### config.mk
export PLATFORM = sky130hd
export DESIGN_NAME = fieldsel_regfile
export DESIGN_NICKNAME = d
export VERILOG_FILES = /design/src/rtl/fsr_pkg.sv /design/src/rtl/fsr_field_sel.sv /design/src/rtl/fsr_regs.sv /design/src/rtl/fsr_branch_eval.sv /design/src/rtl/fsr_shift_count.sv /design/src/rtl/fsr_const_drv.sv /design/src/rtl/fieldsel_regfile.sv
export SDC_FILE = /design/constraint.sdc
export NUM_CORES = 2
export LEC_CHECK = 0
export BUFFER_PORTS_ARGS = -buffer_cell sky130_fd_sc_hd__buf_2
export CAP_MARGIN = 20
export CORE_MARGIN = 2
export CORE_UTILIZATION = 60
export CTS_CLUSTER_DIAMETER = 120
export DETAILED_ROUTE_END_ITERATION = 8
export PLACE_DENSITY_LB_ADDON = 0.05
export SYNTH_ARGS = -nofsm -noshare
export SYNTH_HDL_FRONTEND = slang
export SYNTH_SLANG_ARGS = --single-unit
### constraint.sdc
create_clock -name clk -period 4.5 [get_ports clk]
set_clock_uncertainty 0.2 [all_clocks]
set_input_delay 0.45 -clock clk [delete_from_list [all_inputs] [get_ports clk]]
set_output_delay 0.45 -clock clk [all_outputs]
set_load 0.05 [all_outputs]
### src/rtl/fsr_pkg.sv
package fsr_pkg;
  localparam int DATA_W  = 32;
  localparam int NREG    = 32;
  localparam int IDX_W   = $clog2(NREG);
  localparam int IR_W    = 32;
  // instruction field positions (fixed by the decode contract)
  localparam int RA_LSB  = 22;
  localparam int RB_LSB  = 17;
  localparam int RC_LSB  = 12;
  localparam int C1_W    = 22;
  localparam int C2_W    = 17;
  localparam int CC_W    = 3;
  localparam int SH_W    = 5;

  typedef enum logic [CC_W-1:0] {
    CC_NEVER  = 3'd0,
    CC_ALWAYS = 3'd1,
    CC_ZERO   = 3'd2,
    CC_NZERO  = 3'd3,
    CC_PLUS   = 3'd4,
    CC_MINUS  = 3'd5
  } cc_e;
endpackage

### src/rtl/fsr_field_sel.sv
module fsr_field_sel #(
  parameter int IDX_W = fsr_pkg::IDX_W
) (
  input  logic [IDX_W-1:0] fa_i,
  input  logic [IDX_W-1:0] fb_i,
  input  logic [IDX_W-1:0] fc_i,
  input  logic             sel_a_i,
  input  logic             sel_b_i,
  input  logic             sel_c_i,
  output logic [IDX_W-1:0] idx_o,
  output logic             hit_o
);
  always_comb begin
    idx_o = '0;
    if (sel_a_i)      idx_o = fa_i;
    else if (sel_b_i) idx_o = fb_i;
    else if (sel_c_i) idx_o = fc_i;
  end
  assign hit_o = sel_a_i | sel_b_i | sel_c_i;
endmodule

### src/rtl/fsr_regs.sv
module fsr_regs #(
  parameter int DATA_W = fsr_pkg::DATA_W,
  parameter int NREG   = fsr_pkg::NREG,
  localparam int IDX_W = $clog2(NREG)
) (
  input  logic              clk,
  input  logic              rst_n,
  input  logic              we_i,
  input  logic [IDX_W-1:0]  widx_i,
  input  logic [DATA_W-1:0] wdata_i,
  input  logic [IDX_W-1:0]  ridx_i,
  output logic [DATA_W-1:0] rdata_o,
  input  logic [IDX_W-1:0]  cidx_i,
  output logic [DATA_W-1:0] cdata_o
);
  logic [DATA_W-1:0] q [NREG];

  for (genvar g = 0; g < NREG; g++) begin : g_reg
    always_ff @(posedge clk or negedge rst_n) begin
      if (!rst_n)                              q[g] <= '0;
      else if (we_i && widx_i == IDX_W'(g))    q[g] <= wdata_i;
    end
  end

  assign rdata_o = q[ridx_i];
  assign cdata_o = q[cidx_i];
endmodule

### src/rtl/fsr_branch_eval.sv
module fsr_branch_eval #(
  parameter int DATA_W = fsr_pkg::DATA_W
) (
  input  logic [fsr_pkg::CC_W-1:0] code_i,
  input  logic [DATA_W-1:0]        rc_i,
  output logic                     con_o
);
  import fsr_pkg::*;
  always_comb begin
    case (code_i)
      CC_NEVER:  con_o = 1'b0;
      CC_ALWAYS: con_o = 1'b1;
      CC_ZERO:   con_o = (rc_i == '0);
      CC_NZERO:  con_o = (rc_i != '0);
      CC_PLUS:   con_o = ~rc_i[DATA_W-1];
      CC_MINUS:  con_o = rc_i[DATA_W-1];
      default:   con_o = 1'b0;
    endcase
  end
endmodule

### src/rtl/fsr_shift_count.sv
module fsr_shift_count #(
  parameter int SH_W = fsr_pkg::SH_W
) (
  input  logic [SH_W-1:0] imm_i,
  input  logic [SH_W-1:0] rc_lo_i,
  output logic [SH_W-1:0] n_o
);
  assign n_o = (imm_i != '0) ? imm_i : rc_lo_i;
endmodule

### src/rtl/fsr_const_drv.sv
module fsr_const_drv #(
  parameter int DATA_W = fsr_pkg::DATA_W,
  parameter int C1_W   = fsr_pkg::C1_W,
  parameter int C2_W   = fsr_pkg::C2_W
) (
  input  logic [C1_W-1:0]   c1_field_i,
  output logic [DATA_W-1:0] c1_o,
  output logic [DATA_W-1:0] c2_o
);
  localparam int EXT1 = DATA_W - C1_W;
  localparam int EXT2 = DATA_W - C2_W;
  assign c1_o = {{EXT1{c1_field_i[C1_W-1]}}, c1_field_i};
  assign c2_o = {{EXT2{c1_field_i[C2_W-1]}}, c1_field_i[C2_W-1:0]};
endmodule

### src/rtl/fieldsel_regfile.sv
module fieldsel_regfile
  import fsr_pkg::*;
(
  input  logic              clk,
  input  logic              rst_n,
  input  logic [IR_W-1:0]   ir_i,
  input  logic              sel_a_i,
  input  logic              sel_b_i,
  input  logic              sel_c_i,
  input  logic              wr_en_i,
  input  logic              rd_en_i,
  input  logic              base_rd_i,
  input  logic              c1_drv_i,
  input  logic              c2_drv_i,
  input  logic [DATA_W-1:0] bus_i,
  output logic [DATA_W-1:0] bus_o,
  output logic              bus_oe_o,
  output logic [DATA_W-1:0] rc_val_o,
  output logic              cond_o,
  output logic [SH_W-1:0]   shamt_o
);
  logic [IDX_W-1:0]  f_ra, f_rb, f_rc, sel_idx;
  logic              sel_hit;
  logic [DATA_W-1:0] rd_data, c1_val, c2_val;
  logic              unused_opcode;

  assign f_ra = ir_i[RA_LSB +: IDX_W];
  assign f_rb = ir_i[RB_LSB +: IDX_W];
  assign f_rc = ir_i[RC_LSB +: IDX_W];
  assign unused_opcode = ^ir_i[IR_W-1:RA_LSB+IDX_W];

  fsr_field_sel #(.IDX_W(IDX_W)) u_sel (
    .fa_i(f_ra), .fb_i(f_rb), .fc_i(f_rc),
    .sel_a_i(sel_a_i), .sel_b_i(sel_b_i), .sel_c_i(sel_c_i),
    .idx_o(sel_idx), .hit_o(sel_hit)
  );

  fsr_regs #(.DATA_W(DATA_W), .NREG(NREG)) u_regs (
    .clk(clk), .rst_n(rst_n),
    .we_i(wr_en_i & sel_hit), .widx_i(sel_idx), .wdata_i(bus_i),
    .ridx_i(sel_idx), .rdata_o(rd_data),
    .cidx_i(f_rc), .cdata_o(rc_val_o)
  );

  fsr_branch_eval #(.DATA_W(DATA_W)) u_br (
    .code_i(ir_i[CC_W-1:0]), .rc_i(rc_val_o), .con_o(cond_o)
  );

  fsr_shift_count #(.SH_W(SH_W)) u_sh (
    .imm_i(ir_i[SH_W-1:0]), .rc_lo_i(rc_val_o[SH_W-1:0]), .n_o(shamt_o)
  );

  fsr_const_drv #(.DATA_W(DATA_W), .C1_W(C1_W), .C2_W(C2_W)) u_const (
    .c1_field_i(ir_i[C1_W-1:0]), .c1_o(c1_val), .c2_o(c2_val)
  );

  always_comb begin
    bus_o = '0;
    if (rd_en_i) begin
      if (sel_hit) bus_o = rd_data;
    end else if (base_rd_i) begin
      if (sel_hit && sel_idx != '0) bus_o = rd_data;
    end else if (c1_drv_i) begin
      bus_o = c1_val;
    end else if (c2_drv_i) begin
      bus_o = c2_val;
    end
  end

  assign bus_oe_o = rd_en_i | base_rd_i | c1_drv_i | c2_drv_i;
endmodule

==> After elaboration in Yosys (flattened, before gate mapping) <==
Cells that the tools add are included.
{ "totals": {"regBits": 1024, "input_bits": 74, "elab_cells": 134} }
{ "op_classes": {"n_lt_le_gt_ge": 2, "eq_ne": 36, "muxes": 17, "bitwise": 9, "reduce_logical": 38} }
{ "op_table": {"columns": ["operator", "n"], "rows": [
  ["binary-select mux 32 bit (select 5 bit)", 2],
  ["2-to-1 mux 32 bit", 10],
  ["equality test 5 bit (second input constant)", 16],
  ["equality test 5 x 4 -> 1 bit (second input constant)", 8],
  ["logical AND 1 bit", 33],
  ["logical NOT 32 bit", 1],
  ["nonzero test 32 bit", 1],
  ["equality test 5 x 3 -> 1 bit (second input constant)", 4],
  ["2-to-1 mux 5 bit", 4],
  ["greater-or-equal comparator 6 bit (second input constant)", 2],
  ["inverter 5 -> 6 bit", 2],
  ["equality test 5 x 2 -> 1 bit (second input constant)", 2],
  ["nonzero test 5 bit", 2],
  ["equality test 3 x 2 -> 1 bit (second input constant)", 2],
  ["equality test 3 bit (second input constant)", 2],
  ["equality test 5 x 1 -> 1 bit (second input constant)", 1],
  ["logical NOT 5 bit", 1],
  ["OR 1 bit", 5],
  ["one-hot mux 1 bit (5 select lines)", 1],
  ["equality test 3 x 1 -> 1 bit (second input constant)", 1],
  ["AND 1 bit", 1],
  ["inverter 1 bit", 1]
]} }

==> Depth between registers and ports, before layout <==
{ "depth": {"word_depth": 10, "ltp_mapped": 13} }

==> Modules after synthesis <==
From an unflattened synthesis, not the netlist that was laid out.
{ "hier_totals": {"cells_unflattened": 4852, "hier_area_um2": 57317.5} }
{ "modules_own_cells": {"columns": ["module", "n_inst", "cells_per_inst", "area_each_um2", "seq_area_each_um2"], "rows": [
  ["fsr_regs", 1, 4611, 55718.4, 25624.6],
  ["fieldsel_regfile", 1, 125, 780.7, 0.0],
  ["fsr_const_drv", 1, 64, 480.5, 0.0],
  ["fsr_field_sel", 1, 23, 141.4, 0.0],
  ["fsr_branch_eval", 1, 17, 112.6, 0.0],
  ["fsr_shift_count", 1, 12, 83.8, 0.0]
]} }

==> Least setup slack after synthesis <==
OpenSTA, ideal clock, no wires.
{ "synth_timing": {"path_kind": "input-to-output", "from": "in ir_i[13]", "to": "out cond_o", "arrival_time_ns": 3.954, "t_required_ns": 3.850, "slack_ns": -0.104, "stages": 11, "cell_sequence": "buf_2 buf_4 buf_2 buf_1 mux4_2 nand2_1 a31oi_1 nor4_1 nand2_1 or4_1 a22oi_1"} }
{ "synth_via": {"elab_chain_cells": 6, "elab_cells_between_ends": 8, "cone_classes": "mux: 4; bitwise: 2; reduce/logical: 2"} }
{ "synth_lines": {"columns": ["item", "line", "text"], "rows": [
  ["start, declared", "fieldsel_regfile.sv:6", "input logic [IR_W-1:0] ir_i,"],
  ["inverter 5 -> 6 bit (not written as such) (*)", "fsr_regs.sv:26", "assign cdata_o = q[cidx_i];"],
  ["binary-select mux 32 bit (select 5 bit) (*)", "fsr_regs.sv:26", null],
  ["2-to-1 mux 32 bit (not written as such) (*) (2 in a row)", "fsr_regs.sv:26", null],
  ["named net rc_val_o[13]", "fieldsel_regfile.sv:18", "output logic [DATA_W-1:0] rc_val_o,"],
  ["nonzero test 32 bit or logical NOT 32 bit (tied branches)", "fsr_branch_eval.sv:14, fsr_branch_eval.sv:13", null],
  ["one-hot mux 1 bit (5 select lines) (*)", "fsr_branch_eval.sv:10", "case (code_i)"],
  ["end, declared", "fieldsel_regfile.sv:19", "output logic cond_o,"]
]} }
The timed path passes the listed nets; every way through them passes the cells marked *. The select of a mux whose other input is x is not followed.

==> Worst setup path in the final report <==
{ "layout_timing": {"from": "in ir_i[16]", "to": "out cond_o"} }
{ "layout_via": {"elab_chain_cells": 6, "elab_cells_between_ends": 8, "cone_classes": "mux: 4; bitwise: 2; reduce/logical: 2"} }
{ "layout_lines": {"columns": ["item", "line", "text"], "rows": [
  ["inverter 5 -> 6 bit (not written as such) (*)", "fsr_regs.sv:26", null],
  ["binary-select mux 32 bit (select 5 bit) (*)", "fsr_regs.sv:26", null],
  ["2-to-1 mux 32 bit (not written as such) (*) (2 in a row)", "fsr_regs.sv:26", null],
  ["nonzero test 32 bit, or another cell as far along", "fsr_branch_eval.sv:14", "CC_NZERO: con_o = (rc_i != '0);"],
  ["one-hot mux 1 bit (5 select lines) (*)", "fsr_branch_eval.sv:10", null]
]} }
Every way passes the cells marked *; elsewhere a longest branch is shown, timed or not. The select of a mux whose other input is x is not followed.

==> implementation parameters <==
Parameter                              Value

Global routing
  Antenna violations before repair ... 8
  Wire length of the first global-routing pass ... 279000 um
  Maximum number of pins on one net before global-route repair ... roughly 110
  Total GRT Usage ... between 40% and 50%
  Vias in the first global route ... 41.0k
  Grt total ovfl ... 0

Floorplan
  DIE HEIGHT ... 309 um
  Core area ... approximately 0.092 mm2
  # rows ... 111
  Effective utilization at floorplan ... 60.6%
  Total Die Area ... ~0.095 mm2
  I/O Pins ... ~150
  Floorplan die width ... between 300 and 400 um

Pwr
  Worst VDD drop ... between 0.0003 and 0.0004 V
  Sequential share of power ... about 44%
  Part of the power in the clock network ... just under 30%
  Power density over cell area ... slightly below 500 mW/mm2
  Switching Share ... between 30 and 40%
  Internal Pwr Total ... around 22000 uW
  Combinational fraction of design power ... between 20% and 30%
  Net Switching ... 9460 uW
  Leakage power ... 0.0290 uW

Synthesis
  Most common library cells after synthesis ... sky130_fd_sc_hd__dfrtp_1, sky130_fd_sc_hd__mux2_2, sky130_fd_sc_hd__mux4_2, sky130_fd_sc_hd__mux2i_1, sky130_fd_sc_hd__nand2_1
  Cell accounting for the most synthesized area ... sky130_fd_sc_hd__dfrtp_1
  Mean instance size in the synthesized netlist ... 13.7 um2
  Ys Warns ... 0
  Cell area after technology mapping ... roughly 0.056 mm2
  Total nets after synthesis ... around 4.1k
  Share of the yosys chip area belonging to registers ... 46.0%
  Number of enable flip-flop cells after synthesis ... 0
  Top_reg_cell synth ... sky130_fd_sc_hd__dfrtp_1
  Cells taking the most area after synthesis ... sky130_fd_sc_hd__dfrtp_1, sky130_fd_sc_hd__mux2_2, sky130_fd_sc_hd__mux4_2
  Share of the synthesized area in the top cell type ... between 40% and 50%
  Distinct cell type count after synthesis ... between 50 and 60
  Asr flop ratio synth ... 100%
  Number of instances in the synthesized netlist ... around 4k
  Flip-flop and latch count after synthesis ... around 1k

Critical path
  Worst EP arrival ... a little under 4 ns
  Largest stage delay on the critical path ... approximately 0.51 ns
  Worst setup slack for register-to-register paths ... between 3 and 4 ns
  First element of the critical path ... ir_i[16]
  Startpoint type of the worst setup path ... primary input
  Reg-to-Reg Start ... u_regs.q[1007]
  Required time worst endpoint ... just under 4 ns
  Max Fanout on Critical Path ... 11
  Worst path slowest cell ... sky130_fd_sc_hd__or4_4
  Most Frequent Cell on Critical Path ... sky130_fd_sc_hd__buf_4
  Kind of critical path ... in -> out
  Last element of the critical path ... cond_o
  FF-to-FF End ... u_regs.q[1007]
  Kind of end point of the critical path ... primary output
  Depth of the worst register-to-register path ... 1
  Cell-by-cell listing of the critical path ... buf_2 -> buf_4 -> and4bb_2 -> buf_12 -> a22oi_1 -> nand4_1 -> nor2_1 -> nor4_1 -> buf_4 -> nand4_1 -> buf_4 -> or4_4 -> a22oi_2 -> buf_4 -> buf_12

CTS
  TritonCTS clock tree ... yes
  Largest buffer count on any clock path ... 3
  Worst skew pair latency ... between 0.6 and 0.7 ns
  Number of buffers created by CTS ... ~110
  CTS Sinks ... 1024
  # H-tree levels ... 3
  Clock-pin slew of the registers on the worst-case setup and hold paths ... 0.06 ns
  Root Buffer Master ... sky130_fd_sc_hd__clkbuf_16

STA
  Max Freq ... between 0.2 and 0.25 GHz
  Final-report hold violation count ... 0
  Pins over their slew limit ... 0
  Slew headroom ... 28.1%
  Endpoints failing setup ... 1
  Final-layout setup total negative slack ... -0.00985 ns
  Min Tclk post-route ... between 4 and 5 ns
  RSZ-0062 raised after global routing ... true
  Worst hold slack across all endpoints ... 0.176 ns
  Worst setup slack after layout ... -0.00985 ns
  Transition time at the pin with the least slew margin ... approximately 1.1 ns
  Share of the cycle needed by the critical path after routing ... 100%

Layout
  Register with the most flip-flops ... u_regs.q
  Number of fillers in the final layout ... ~6.3k
  Number of nets in the layout ... ~4.3k
  Flip-flop count of the largest register, all copies and words added ... approximately 1.0k
  Post-synthesis to final-layout area growth ... 14.6%
  Fraction of the core area covered by cells at the end of the flow ... between 60% and 70%
  Largest registers ... u_regs.q (1024)
  Proportion of layout cells with a drive suffix above 1 ... between 40% and 50%

Routing
  Vias per std cell ... just over 7
  Number of DRC markers after the initial detailed-route iteration ... about 5k
  Total via count after detailed routing ... 39.5k
  Average wire length per cell after detail routing ... about 34 um
  Drt first pass iters ... 6
  Number of nets with antenna violations after routing ... 0
  Detailed-route DRC error count ... 0
  Total routed wirelength ... between 150000 and 200000 um

Placed design
  Number of input and output port buffers inserted ... ~140
  Post-DP HPWL ... around 120000 um
  Placer's final routability congestion estimate ... approximately 0.95

Job
  Max Cap Viol ... 0

Outcome
  Result of the run ... finished, violations left
  Failing checks ... negative setup slack

Worst hold path
  Worst hold path class ... in -> reg
how the worst min path moves through the flow:
| stage | endpoint | depth (start not counted) | startpoint | slack (ns) |
|---|---|---|---|---|
| floorplan | u_regs.q[0] | 0 | rst_n | -0.05 |
| detailed placement | u_regs.q[581] | 1 | u_regs.q[581] | 0.31 |
| global placement | u_regs.q[296] | 1 | u_regs.q[296] | 0.30 |
| CTS | u_regs.q[683] | 2 | bus_i[11] | 0.14 |
| finish | u_regs.q[683] | 2 | bus_i[11] | 0.18 |
| global route | u_regs.q[747] | 2 | bus_i[11] | 0.18 |
metrics by stage:
| step | cells | cell area, um2 | setup slack, ns | power [uW] |
|---|---|---|---|---|
| finish | 5524 | 63800 | -0.00985 | 31200 |
| global route | 5523 | 63800 | -0.0588 | 32400 |
| CTS | 5522 | 63700 | 0.00798 | 31100 |
| detailed placement | 5323 | 60000 | -0.117 | 22000 |
| global placement | 5321 | 60000 | -0.141 | 21400 |
| floorplan | 4063 | 55700 | 0.0294 | 19200 |
layout by cell type (no fill, tap or decap), types with 7 or more instances in the layout:
master	synthesis	layout
sky130_fd_sc_hd__mux2_2	1024	1024
sky130_fd_sc_hd__dfrtp_1	1024	1024
sky130_fd_sc_hd__mux4_2	347	347
sky130_fd_sc_hd__mux2i_1	332	332
sky130_fd_sc_hd__nand2_1	309	280
sky130_fd_sc_hd__buf_4	26	186
sky130_fd_sc_hd__a22oi_1	133	132
sky130_fd_sc_hd__buf_12	5	119
sky130_fd_sc_hd__buf_2	92	116
sky130_fd_sc_hd__clkbuf_16	0	111
sky130_fd_sc_hd__nand3_1	78	74
sky130_fd_sc_hd__nor2_1	47	47
sky130_fd_sc_hd__nand4_1	38	38
sky130_fd_sc_hd__and3_1	37	36
sky130_fd_sc_hd__clkbuf_8	0	35
sky130_fd_sc_hd__a21oi_1	34	34
sky130_fd_sc_hd__a31oi_1	34	29
sky130_fd_sc_hd__nand2_2	0	29
sky130_fd_sc_hd__a221oi_1	26	26
sky130_fd_sc_hd__o21ai_0	26	25
sky130_fd_sc_hd__clkinv_2	0	21
sky130_fd_sc_hd__clkbuf_1	196	18
sky130_fd_sc_hd__a211oi_1	15	15
sky130_fd_sc_hd__a221o_1	15	15
sky130_fd_sc_hd__nor3_1	15	14
sky130_fd_sc_hd__mux4_1	13	13
sky130_fd_sc_hd__inv_1	9	8
sky130_fd_sc_hd__a32o_1	8	8
sky130_fd_sc_hd__and2_0	8	8
sky130_fd_sc_hd__nor4_1	11	8
sky130_fd_sc_hd__o21ai_1	7	7
critical path: cells and delay by family:
kind                   cells  cell delay (ns)
and+or+nand+nor            6             1.53
AOI/OAI and AO/OA          2             0.39
buffers and inverters      7             1.45
cell families after synthesis:
| kind of cell | synth area share (%) |
|---|---|
| and+or+nand+nor | 5.09 |
| DFF | 46.0 |
| buffers and inverters | 3.48 |
| AOI/OAI and AO/OA | 4.04 |
| muxes | 41.3 |
timing repair:
item | CTS | global route
pin swaps | 3 | 0
cloned | 1 | 0
gates resized for setup | 10 | 4
endpoints found under the hold margin | 77 | 0
endpoints found under the setup margin | 1 | 5
buffers inserted | 1 | 0
hold buffers | 1 | 0
layer usage:
metal	global-route usage, %	vias up	part of all wire [%]
li1	-	15700	-
met1	52.5	20700	37
met2	62.2	2372	46
met3	10.7	689	10
met4	23.5	10	6.9
met5	0	-	0.038
power by group through the flow:
stage                     Sequential, uW  Combinational (uW)  Clock (uW)
after floorplan                    13000                6190           0
after global placement             13400                7980           0
after detailed placement           13800                8260           0
after CTS                          13600                8320        9170
after global routing               14000                8870        9580
final                              13800                8360        9090
cell type report:
type / instances / area, um2 / share of cell area [%]
multi-input combinational: 2619 / 28400 / 44.5
sequential: 1024 / 25600 / 40.2
timing repair buffer: 430 / 4520 / 7.08
clock buffer: 162 / 3290 / 5.16
tap: 1243 / 1560 / 2.44
clock inverter: 34 / 340 / 0.534
inverter: 10 / 37.5 / 0.0589
antenna: 2 / 5.00 / 0.00785
Note: power is estimated with default switching activity, not from simulation.
